**src/rtl/idx_ea_pkg.sv**
```systemverilog
package idx_ea_pkg;
  typedef enum logic [2:0] {
    FM_K5, FM_AUTO, FM_IND16, FM_OFF9, FM_OFF16, FM_ACC, FM_ACCIND
  } form_e;

  typedef enum logic [1:0] {ST_IDLE, ST_FETCH, ST_READ} state_e;
endpackage

```
**src/rtl/idx_pb_decode.sv**
```systemverilog
module idx_pb_decode
  import idx_ea_pkg::*;
#(
  parameter int AW = 16
) (
  input  logic [7:0]    pb,
  output form_e         form,
  output logic [1:0]    base_sel,
  output logic [1:0]    acc_sel,
  output logic [AW-1:0] imm,
  output logic          restricted_form
);
  always_comb begin
    form     = FM_K5;
    base_sel = pb[7:6];
    acc_sel  = pb[1:0];
    imm      = {{(AW-5){pb[4]}}, pb[4:0]};
    if (pb[5]) begin
      if (pb[7:6] != 2'b11) begin
        form = FM_AUTO;
        if (pb[3]) imm = {{(AW-4){1'b1}}, pb[3:0]};
        else       imm = {{(AW-4){1'b0}}, pb[3:0]} + {{(AW-1){1'b0}}, 1'b1};
      end else begin
        base_sel = pb[4:3];
        imm      = '0;
        if (pb[2:0] == 3'b011) form = FM_IND16;
        else if (!pb[2])       form = pb[1] ? FM_OFF16 : FM_OFF9;
        else                   form = (pb[1:0] == 2'b11) ? FM_ACCIND : FM_ACC;
      end
    end
  end

  assign restricted_form = (form == FM_IND16) || (form == FM_OFF9) || (form == FM_OFF16);
endmodule

```
**src/rtl/idx_reg_mux.sv**
```systemverilog
module idx_reg_mux #(
  parameter int W  = 16,
  parameter int N  = 4,
  parameter int SW = (N > 1) ? $clog2(N) : 1
) (
  input  logic [N*W-1:0] flat,
  input  logic [SW-1:0]  sel,
  output logic [W-1:0]   y
);
  logic [W-1:0] arr [N];

  for (genvar i = 0; i < N; i++) begin : g_slot
    assign arr[i] = flat[i*W +: W];
  end

  assign y = arr[sel];
endmodule

```
**src/rtl/idx_ea_gen.sv**
```systemverilog
module idx_ea_gen
  import idx_ea_pkg::*;
#(
  parameter int AW    = 16,
  parameter int ACC_W = 8
) (
  input  logic             clk,
  input  logic             rst,
  input  logic             start,
  input  logic [7:0]       postbyte,
  input  logic             restrict_en,
  input  logic [AW-1:0]    reg_x,
  input  logic [AW-1:0]    reg_y,
  input  logic [AW-1:0]    reg_sp,
  input  logic [AW-1:0]    reg_pc,
  input  logic [ACC_W-1:0] acc_a,
  input  logic [ACC_W-1:0] acc_b,
  input  logic [AW-1:0]    acc_d,
  output logic             fetch_req,
  output logic             fetch_wide,
  input  logic             fetch_ack,
  input  logic [AW-1:0]    fetch_data,
  output logic             rd_req,
  output logic [AW-1:0]    rd_addr,
  input  logic             rd_ack,
  input  logic [AW-1:0]    rd_data,
  output logic             done,
  output logic [AW-1:0]    ea,
  output logic             wb_en,
  output logic [1:0]       wb_sel,
  output logic [AW-1:0]    wb_val,
  output logic [1:0]       extra_cyc,
  output logic             illegal
);
  localparam int PAD = AW - ACC_W;
  localparam int NREG = 4;

  form_e         form, form_q;
  state_e        state;
  logic [1:0]    base_sel, acc_sel;
  logic [AW-1:0] imm, base_v, acc_v, base_q, off_v, step_sum;
  logic          restricted_form, sign_q;

  idx_pb_decode #(.AW(AW)) u_dec (
    .pb(postbyte), .form(form), .base_sel(base_sel), .acc_sel(acc_sel),
    .imm(imm), .restricted_form(restricted_form)
  );

  idx_reg_mux #(.W(AW), .N(NREG)) u_base_mux (
    .flat({reg_pc, reg_sp, reg_y, reg_x}), .sel(base_sel), .y(base_v)
  );

  idx_reg_mux #(.W(AW), .N(NREG)) u_acc_mux (
    .flat({acc_d, acc_d, {{PAD{1'b0}}, acc_b}, {{PAD{1'b0}}, acc_a}}),
    .sel(acc_sel), .y(acc_v)
  );

  assign step_sum = base_v + imm;
  assign off_v    = fetch_wide ? fetch_data : {{(AW-8){sign_q}}, fetch_data[7:0]};

  always_ff @(posedge clk) begin
    if (rst) begin
      state      <= ST_IDLE;
      form_q     <= FM_K5;
      base_q     <= '0;
      sign_q     <= 1'b0;
      fetch_req  <= 1'b0;
      fetch_wide <= 1'b0;
      rd_req     <= 1'b0;
      rd_addr    <= '0;
      done       <= 1'b0;
      ea         <= '0;
      wb_en      <= 1'b0;
      wb_sel     <= '0;
      wb_val     <= '0;
      extra_cyc  <= '0;
      illegal    <= 1'b0;
    end else begin
      done  <= 1'b0;
      wb_en <= 1'b0;
      case (state)
        ST_IDLE: if (start) begin
          form_q <= form;
          base_q <= base_v;
          sign_q <= postbyte[0];
          if (restrict_en && restricted_form) begin
            ea        <= '0;
            illegal   <= 1'b1;
            extra_cyc <= 2'd0;
            done      <= 1'b1;
          end else begin
            case (form)
              FM_K5: begin
                ea        <= step_sum;
                illegal   <= 1'b0;
                extra_cyc <= 2'd0;
                done      <= 1'b1;
              end
              FM_AUTO: begin
                ea        <= postbyte[4] ? base_v : step_sum;
                wb_val    <= step_sum;
                wb_sel    <= base_sel;
                wb_en     <= 1'b1;
                illegal   <= 1'b0;
                extra_cyc <= 2'd0;
                done      <= 1'b1;
              end
              FM_ACC: begin
                ea        <= base_v + acc_v;
                illegal   <= 1'b0;
                extra_cyc <= 2'd0;
                done      <= 1'b1;
              end
              FM_ACCIND: begin
                rd_addr <= base_v + acc_v;
                rd_req  <= 1'b1;
                state   <= ST_READ;
              end
              default: begin
                fetch_req  <= 1'b1;
                fetch_wide <= (form != FM_OFF9);
                state      <= ST_FETCH;
              end
            endcase
          end
        end
        ST_FETCH: if (fetch_ack) begin
          fetch_req <= 1'b0;
          if (form_q == FM_IND16) begin
            rd_addr <= base_q + off_v;
            rd_req  <= 1'b1;
            state   <= ST_READ;
          end else begin
            ea        <= base_q + off_v;
            illegal   <= 1'b0;
            extra_cyc <= 2'd1;
            done      <= 1'b1;
            state     <= ST_IDLE;
          end
        end
        ST_READ: if (rd_ack) begin
          rd_req    <= 1'b0;
          ea        <= rd_data;
          illegal   <= 1'b0;
          extra_cyc <= 2'd1;
          done      <= 1'b1;
          state     <= ST_IDLE;
        end
        default: state <= ST_IDLE;
      endcase
    end
  end

  AST_WB_WITH_DONE: assert property (@(posedge clk) disable iff (rst)
    wb_en |-> done && !illegal);
  AST_ILLEGAL_ZERO: assert property (@(posedge clk) disable iff (rst)
    (done && illegal) |-> (ea == '0) && (extra_cyc == 2'd0));
  AST_FETCH_HOLD: assert property (@(posedge clk) disable iff (rst)
    (fetch_req && !fetch_ack) |=> fetch_req && $stable(fetch_wide));
  AST_READ_HOLD: assert property (@(posedge clk) disable iff (rst)
    (rd_req && !rd_ack) |=> rd_req && $stable(rd_addr));
  AST_ONE_REQ: assert property (@(posedge clk) disable iff (rst)
    !(fetch_req && rd_req));
  AST_NO_DONE_BUSY: assert property (@(posedge clk) disable iff (rst)
    (fetch_req || rd_req) |-> !done);
endmodule

```
**config.mk**
```make
export PLATFORM = sky130hd
export DESIGN_NAME = idx_ea_gen
export DESIGN_NICKNAME = d
export VERILOG_FILES = /design/src/rtl/idx_ea_pkg.sv /design/src/rtl/idx_pb_decode.sv /design/src/rtl/idx_reg_mux.sv /design/src/rtl/idx_ea_gen.sv
export SDC_FILE = /design/constraint.sdc
export NUM_CORES = 1
export LEC_CHECK = 0
export ABC_CLOCK_PERIOD_IN_PS = 5200
export BUFFER_PORTS_ARGS = -buffer_cell sky130_fd_sc_hd__clkbuf_2
export CAP_MARGIN = 5
export CORE_AREA = 2 2 145 147
export CTS_BUF_LIST = sky130_fd_sc_hd__clkbuf_2 sky130_fd_sc_hd__clkbuf_4 sky130_fd_sc_hd__clkbuf_8
export DETAILED_ROUTE_END_ITERATION = 6
export DIE_AREA = 0 0 147 149
export PLACE_DENSITY_LB_ADDON = 0.1
export REMOVE_ABC_BUFFERS = 1
export SLEW_MARGIN = 0
export SYNTH_ARGS = -nofsm -noshare
export SYNTH_HDL_FRONTEND = slang
export SYNTH_SLANG_ARGS = --single-unit
```
**constraint.sdc**
```tcl
create_clock -name clk -period 5.2 [get_ports clk]
set_input_delay 0.26 -clock clk [delete_from_list [all_inputs] [get_ports clk]]
set_output_delay 0.26 -clock clk [all_outputs]
set_load 0.005 [all_outputs]
```
# [Word level (Yosys, flattened, before mapping)]
# Index checks and enable logic that the tools add are counted.
[word_totals] ff_bits=80 latchBits=0 ram_bits=0 mem_bits_ro=0 input_bits=142 output_inout_bits=58 memories=0
[classes] n_addsub=4 n_mul=0 div=0 magnitude_cmp=2 eq_ne=24 n_shift=0 muxes=72 bitwise=6 n_reduce_logical=19
[op_table] cell="$mux 16" count=19
[op_table] cell="$pmux 16 s3" count=2
[op_table] cell="$bmux 16 s2" count=2
[op_table] cell="$add 16x16->16" count=3
[op_table] cell="$pmux 16 s2" count=1
[op_table] cell="$mux 2" count=14
[op_table] cell="$mux 1" count=22
[op_table] cell="$ne 2x2->1 const B" count=9
[op_table] cell="$reduce_and 6->1" count=3
[op_table] cell="$mux 3" count=5
[op_table] cell="$eq 3x2->1 const B" count=4
[op_table] cell="$pmux 2 s3" count=2
[op_table] cell="$reduce_and 5->1" count=2
[op_table] cell="$eq 3x3->1 const B" count=3
[op_table] cell="$pmux 1 s3" count=3
[op_table] cell="$reduce_and 4->1" count=2
[op_table] cell="$reduce_or 4->1" count=2
[op_table] cell="$reduce_and 7->1" count=1
[op_table] cell="$ge 3x3->1 const B" count=2
[op_table] cell="$not 2->3" count=2
[op_table] cell="$add 4x1->5 const B" count=1
[op_table] cell="$ne 5x2->1 const B" count=1
[op_table] cell="$eq 2x2->1 const B" count=2
[op_table] cell="$not 1->1" count=4
[op_table] cell="15 further kinds" count=16

# [Logic depth before layout (Yosys ltp)]
[logic_depth] word_depth=13 ltp_mapped=18

# [By module]
# A second synthesis with hierarchy kept.
[hier_totals] cells_unflattened=855 hier_area_um2=6939.2
[modules_own_cells] module="idx_ea_gen" instances=1 cells_per_inst=769 area_each_um2=5778.0 seq_area_each_um2=1581.5
[modules_own_cells] module="idx_reg_mux" instances=2 cells_per_inst=20 area_each_um2=424.2 seq_area_each_um2=0.0
[modules_own_cells] module="idx_pb_decode" instances=1 cells_per_inst=46 area_each_um2=312.8 seq_area_each_um2=0.0

# [Worst setup path after synthesis]
# OpenSTA, ideal clock, no wires.
[synth_timing] kind="input -> register" startpoint="input port postbyte[7]" endpoint="register rd_addr[15]" setup_time_ns=0.088 arrival_time_ns=3.982 slack_ns=1.130 stages=16 n_path_buf=2 cell_sequence="buf_2 inv_1 nor2_4 buf_1 mux4_2 ha_1 a21o_1 nor2_1 o31a_1 o21ai_1 or3b_1 a21oi_1 o31a_2 nor3_1 o21ai_1 a311oi_2"
[synth_via] elab_chain_len=12
[synth_rtl] item="start: declaration" line="idx_ea_gen.sv:10" source="input logic [7:0] postbyte,"
[synth_rtl] item="$ne 2x2->1" line="idx_pb_decode.sv:19" source="if (pb[7:6] != 2'b11) begin"
[synth_rtl] item="$mux 2" line="idx_pb_decode.sv:19"
[synth_rtl] item="$mux 2 (*)" line="idx_pb_decode.sv:18" source="if (pb[5]) begin"
[synth_rtl] item="$not 2->3 (not written as such) (*)" line="idx_reg_mux.sv:16" source="assign y = arr[sel];"
[synth_rtl] item="$bmux 16 s2 (*)" line="idx_reg_mux.sv:16"
[synth_rtl] item="$mux 16 (not written as such) (*) (2 in series)" line="idx_reg_mux.sv:16"
[synth_rtl] item="via base_v[6]" line="idx_ea_gen.sv:41" source="logic [AW-1:0] imm, base_v, acc_v, base_q, off_v, step_sum;"
[synth_rtl] item="$add 16x16->16 (*)" line="idx_ea_gen.sv:115" source="rd_addr <= base_v + acc_v;"
[synth_rtl] item="$mux 16 (*)" line="idx_ea_gen.sv:92" source="case (form)"
[synth_rtl] item="$mux 16 (*)" line="idx_ea_gen.sv:86" source="if (restrict_en && restricted_form) begin"
[synth_rtl] item="$mux 16 (*)" line="idx_ea_gen.sv:82" source="ST_IDLE: if (start) begin"
[synth_rtl] item="$pmux 16 s2 (*)" line="idx_ea_gen.sv:81" source="case (state)"
[synth_rtl] item="end signal: assignment" line="idx_ea_gen.sv:115"
[synth_rtl] item="end signal: assignment" line="idx_ea_gen.sv:130" source="rd_addr <= base_q + off_v;"
[synth_rtl] item="end: declaration" line="idx_ea_gen.sv:24" source="output logic [AW-1:0] rd_addr,"
# Mark *: on every way through the listed nets, which the timed path passes. The rest lies on a longest branch. The select of a mux whose other input is x is not followed.
# A chain may end at the register's enable or synchronous reset.

# [Worst setup path in the final report]
[layout_timing] startpoint="input port postbyte[4]" endpoint="register rd_addr[11]"
[layout_via] elab_chain_len=11
[layout_rtl] item="$mux 2" line="idx_pb_decode.sv:19"
[layout_rtl] item="$mux 2" line="idx_pb_decode.sv:18"
[layout_rtl] item="$not 2->3 (not written as such)" line="idx_reg_mux.sv:16"
[layout_rtl] item="$bmux 16 s2" line="idx_reg_mux.sv:16"
[layout_rtl] item="$mux 16 (not written as such) (2 in series)" line="idx_reg_mux.sv:16"
[layout_rtl] item="via base_v[4]" line="idx_ea_gen.sv:41"
[layout_rtl] item="$add 16x16->16" line="idx_ea_gen.sv:115"
[layout_rtl] item="$mux 16" line="idx_ea_gen.sv:92"
[layout_rtl] item="$mux 16" line="idx_ea_gen.sv:86"
[layout_rtl] item="$mux 16" line="idx_ea_gen.sv:82"
[layout_rtl] item="$pmux 16 s2" line="idx_ea_gen.sv:81"
# The timed path passes the listed nets, and every way through them passes these cells. The select of a mux whose other input is x is not followed.

==> impl_metrics.tcl <==
set metrics [dict create \
    status "completed" \
    drv_slew 0 \
    cp_max_fo 13 \
    cp_data_arrival_time_ns 4.20 \
    initial_utilization_pct 34.0 \
    drcViolationCount 0 \
    total_power_mw 2.23 \
    ys_ff_latch 79 \
    vias_per_cell 5.43 \
    finalCriticalPeriod_ns 3.95 \
    ioPinCount 200 \
    cts.repair.resized 0 \
    crit_buf_inv 2 \
    vdd_drop_max_uv 109 \
    pre_cts_slack_ns 0.867 \
    fmax_ghz 0.253 \
    row_count 53 \
    rsz0062_at_grt "false" \
    fp.dieArea_um2 21900 \
    slowest_delay_ns 0.61 \
    drt_wl_total_um 25300 \
    hold_path_class "input port to flip-flop" \
    endpoint_kind "flip-flop" \
    synth_top_family_by_area "compound AO/OA/AOI/OAI gates" \
    ff2ff_setup_slack_ns 1.51 \
    insertion_delay_ns 0.40 \
    synth_compound_area_share_pct 28.8 \
    ctsHoldBuffers 0 \
    synthArstFlopShare_pct 0 \
    hold_path_depth 4 \
    post_cts_buffers 0 \
    critPathLaunchType "input port" \
    synth_flop_cell "dfxtp_1" \
    die_w_um 147 \
    slew_headroom_pct 35.0 \
    dp_hpwl_um 20100 \
    drt_iter0_markers 536 \
    cts_buffer_depth 2 \
    grt-ovfl-total 0 \
    core-area_um2 20600 \
    yosysWarnings 0 \
    hold_viol_final 0 \
    grt_pass1_wl_um 39200 \
    worst_slew_pin_slew_ns 0.971 \
    clock-root-buffer "clkbuf_8" \
    crit_type "input port to flip-flop" \
    synthMuxAreaShare_pct 6.86 \
    grt_pass1_vias 7001 \
    final_antenna_net_count 0 \
    cp_slowest_cell "mux4_2" \
    cts_tree "built" \
    syn_inst 927 \
    layout-drive-gt1-share_pct 24.3 \
    yosys.area_share.simple_pct 22.4 \
    nets 1283 \
    critical_path_required_ns 5.46 \
    dp_cells 1356 \
    path_clk_slew_ns 0.09 \
    layout_setup_ws_ns 1.25 \
    setup_viol 0 \
    place.gp.congestion 0.874 \
    path_depth 16 \
    cts_made_buffers 9 \
    htree_num_levels 3 \
    power.leakage_nw 3.73 \
    rr_worst_depth 12 \
    grt_usage_pct 23.1 \
    synth_edf_count 0 \
    cap_violations 0 \
    powerDensity_nw_per_um2 266 \
    ys_seq_area_share_pct 22.7 \
    crit_chain "clkbuf_2, and3b_1, nor2_4, buf_4, mux4_2, ha_1, a21oi_1, nand2_1, a21o_1, o221a_1, and4_1, a211oi_2, maj3_1, xor2_1, o211ai_1, nor3b_1" \
    diodes 0 \
    grt_max_degree 62 \
    dr_total_vias 7454 \
    fin_tns_setup_ns 0 \
    synthAdderAreaFrac_pct 9.48 \
    utilization_pct 40.8 \
    syn_area_per_cell_um2 7.53 \
    synth_xor_area_share_pct 5.27 \
    fin_crit_sh_pct 75.9 \
    cts_sinks 79 \
    filler_cell_count 2217 \
    finalNonFillerCells 1372 \
    synth_area_um2 6980 \
    crit_family "simple AND/OR/NAND/NOR gates" \
    wire_per_inst_um 18.5 \
    die_height_um 149 \
    io_buffer_count 198 \
    clock_skew_ns 0.00796 \
    area_growth_pct 20.2 \
    firstDrtPassIters 5 \
    ys_types 86 \
    antenna_found_initial 0 \
]
## registers in the layout, summed over array words and instances (netlist names)
name	flops
fetch_wide	1
extra_cyc	1
form_q	3
ea	16
rd_req	1
sign_q	1
done	1
wb_val	16
base_q	16
wb_sel	2
illegal	1
wb_en	1
fetch_req	1
rd_addr	16
state	2
## layout make-up
class	count	area, um2	share of cell area [%]
Clock buffer	9	124	1.48
Clock inverter	7	80.1	0.955
Inverter	20	75.1	0.895
Multi-Input combinational cell	773	5110	60.9
Sequential cell	79	1580	18.9
Tap cell	275	344	4.10
Timing Repair Buffer	209	1070	12.8
## cell families after synthesis
kind of cell	after synthesis
other	1
buffers and inverters	75
multiplexers	31
adder cells (fa/ha/maj)	53
AO/OA/AOI/OAI	303
AND/OR/NAND/NOR	343
XOR/XNOR	42
flip-flops	79
## worst paths after layout
kind	from	endpoint
worst max register to register	fetch_wide	ea[14]
worst min register to register	wb_val[13]	wb_val[13]
worst max-delay path	postbyte[4]	rd_addr[11]
worst min-delay path	fetch_ack	fetch_req
## stage by stage
step	instance area [um2]	hold WS, ns
6_report	8390	0.195
4_1_cts	8390	0.189
3_5_place_dp	8190	0.450
5_1_grt	8390	0.202
3_3_place_gp	8190	0.441
2_1_floorplan	6750	0.328
## per-layer routing
| metal | track usage [%] | up-vias | part of all wire [%] |
|---|---|---|---|
| li1 | - | 3712 | - |
| met1 | 32.0 | 3435 | 47 |
| met2 | 37.5 | 276 | 45 |
| met3 | 3.33 | 31 | 6.0 |
| met4 | 6.88 | 0 | 1.8 |
| met5 | 0 | - | 0 |
## cells in the mapped netlist (15+ instances only)
library cell	count	area (um2)
nand2_1	160	601
a21oi_1	106	531
dfxtp_1	79	1580
nor2_1	78	293
ha_1	48	601
o21ai_0	46	230
clkbuf_1	42	158
xnor2_1	24	210
a21o_1	19	143
inv_1	18	67.6
nor3_1	18	90.1
o211ai_1	18	135
xor2_1	18	158
mux2i_1	16	160
nand3_1	16	80.1
and2_1	15	93.8
## power breakdown
part | switching [mW] | internal (mW) | total, mW
Sequential | 0.0448 | 0.672 | 0.717
Combinational | 0.588 | 0.406 | 0.993
Clock | 0.291 | 0.228 | 0.519
Total | 0.924 | 1.31 | 2.23
## worst reg2reg max path, cell delays in order (launching register included)
cell and delay (ns):
dfxtp_1 0.55, nand2b_1 0.32, nand2_1 0.12, ha_1 0.39, a21o_1 0.22, a2111oi_0 0.75, or3_1 0.24, nand3_1 0.09
nand3_1 0.09, nor3b_1 0.40, a21oi_1 0.10, a2bb2oi_1 0.19, o22ai_1 0.16
## cells in the final DEF (no fill, tap or decap), drive strengths merged, types with 8 or more instances in the layout
master  Yosys  layout
inv        20      23
buf        13      11
o22ai      14      14
a21o       19      19
a211oi     13      13
o21ai      53      53
xor2       18      18
mux2i      16      16
nor3       18      18
a21oi     106     106
mux4       13      13
a22oi       8       8
nand3      16      16
and2       16      16
ha         48      48
o211ai     18      18
nor2       80      80
nand2     161     161
dfxtp      79      79
and3        9       9
clkbuf     42     207
xnor2      24      24
o221ai      9       9
No activity file was read; power rests on OpenSTA's default activity.
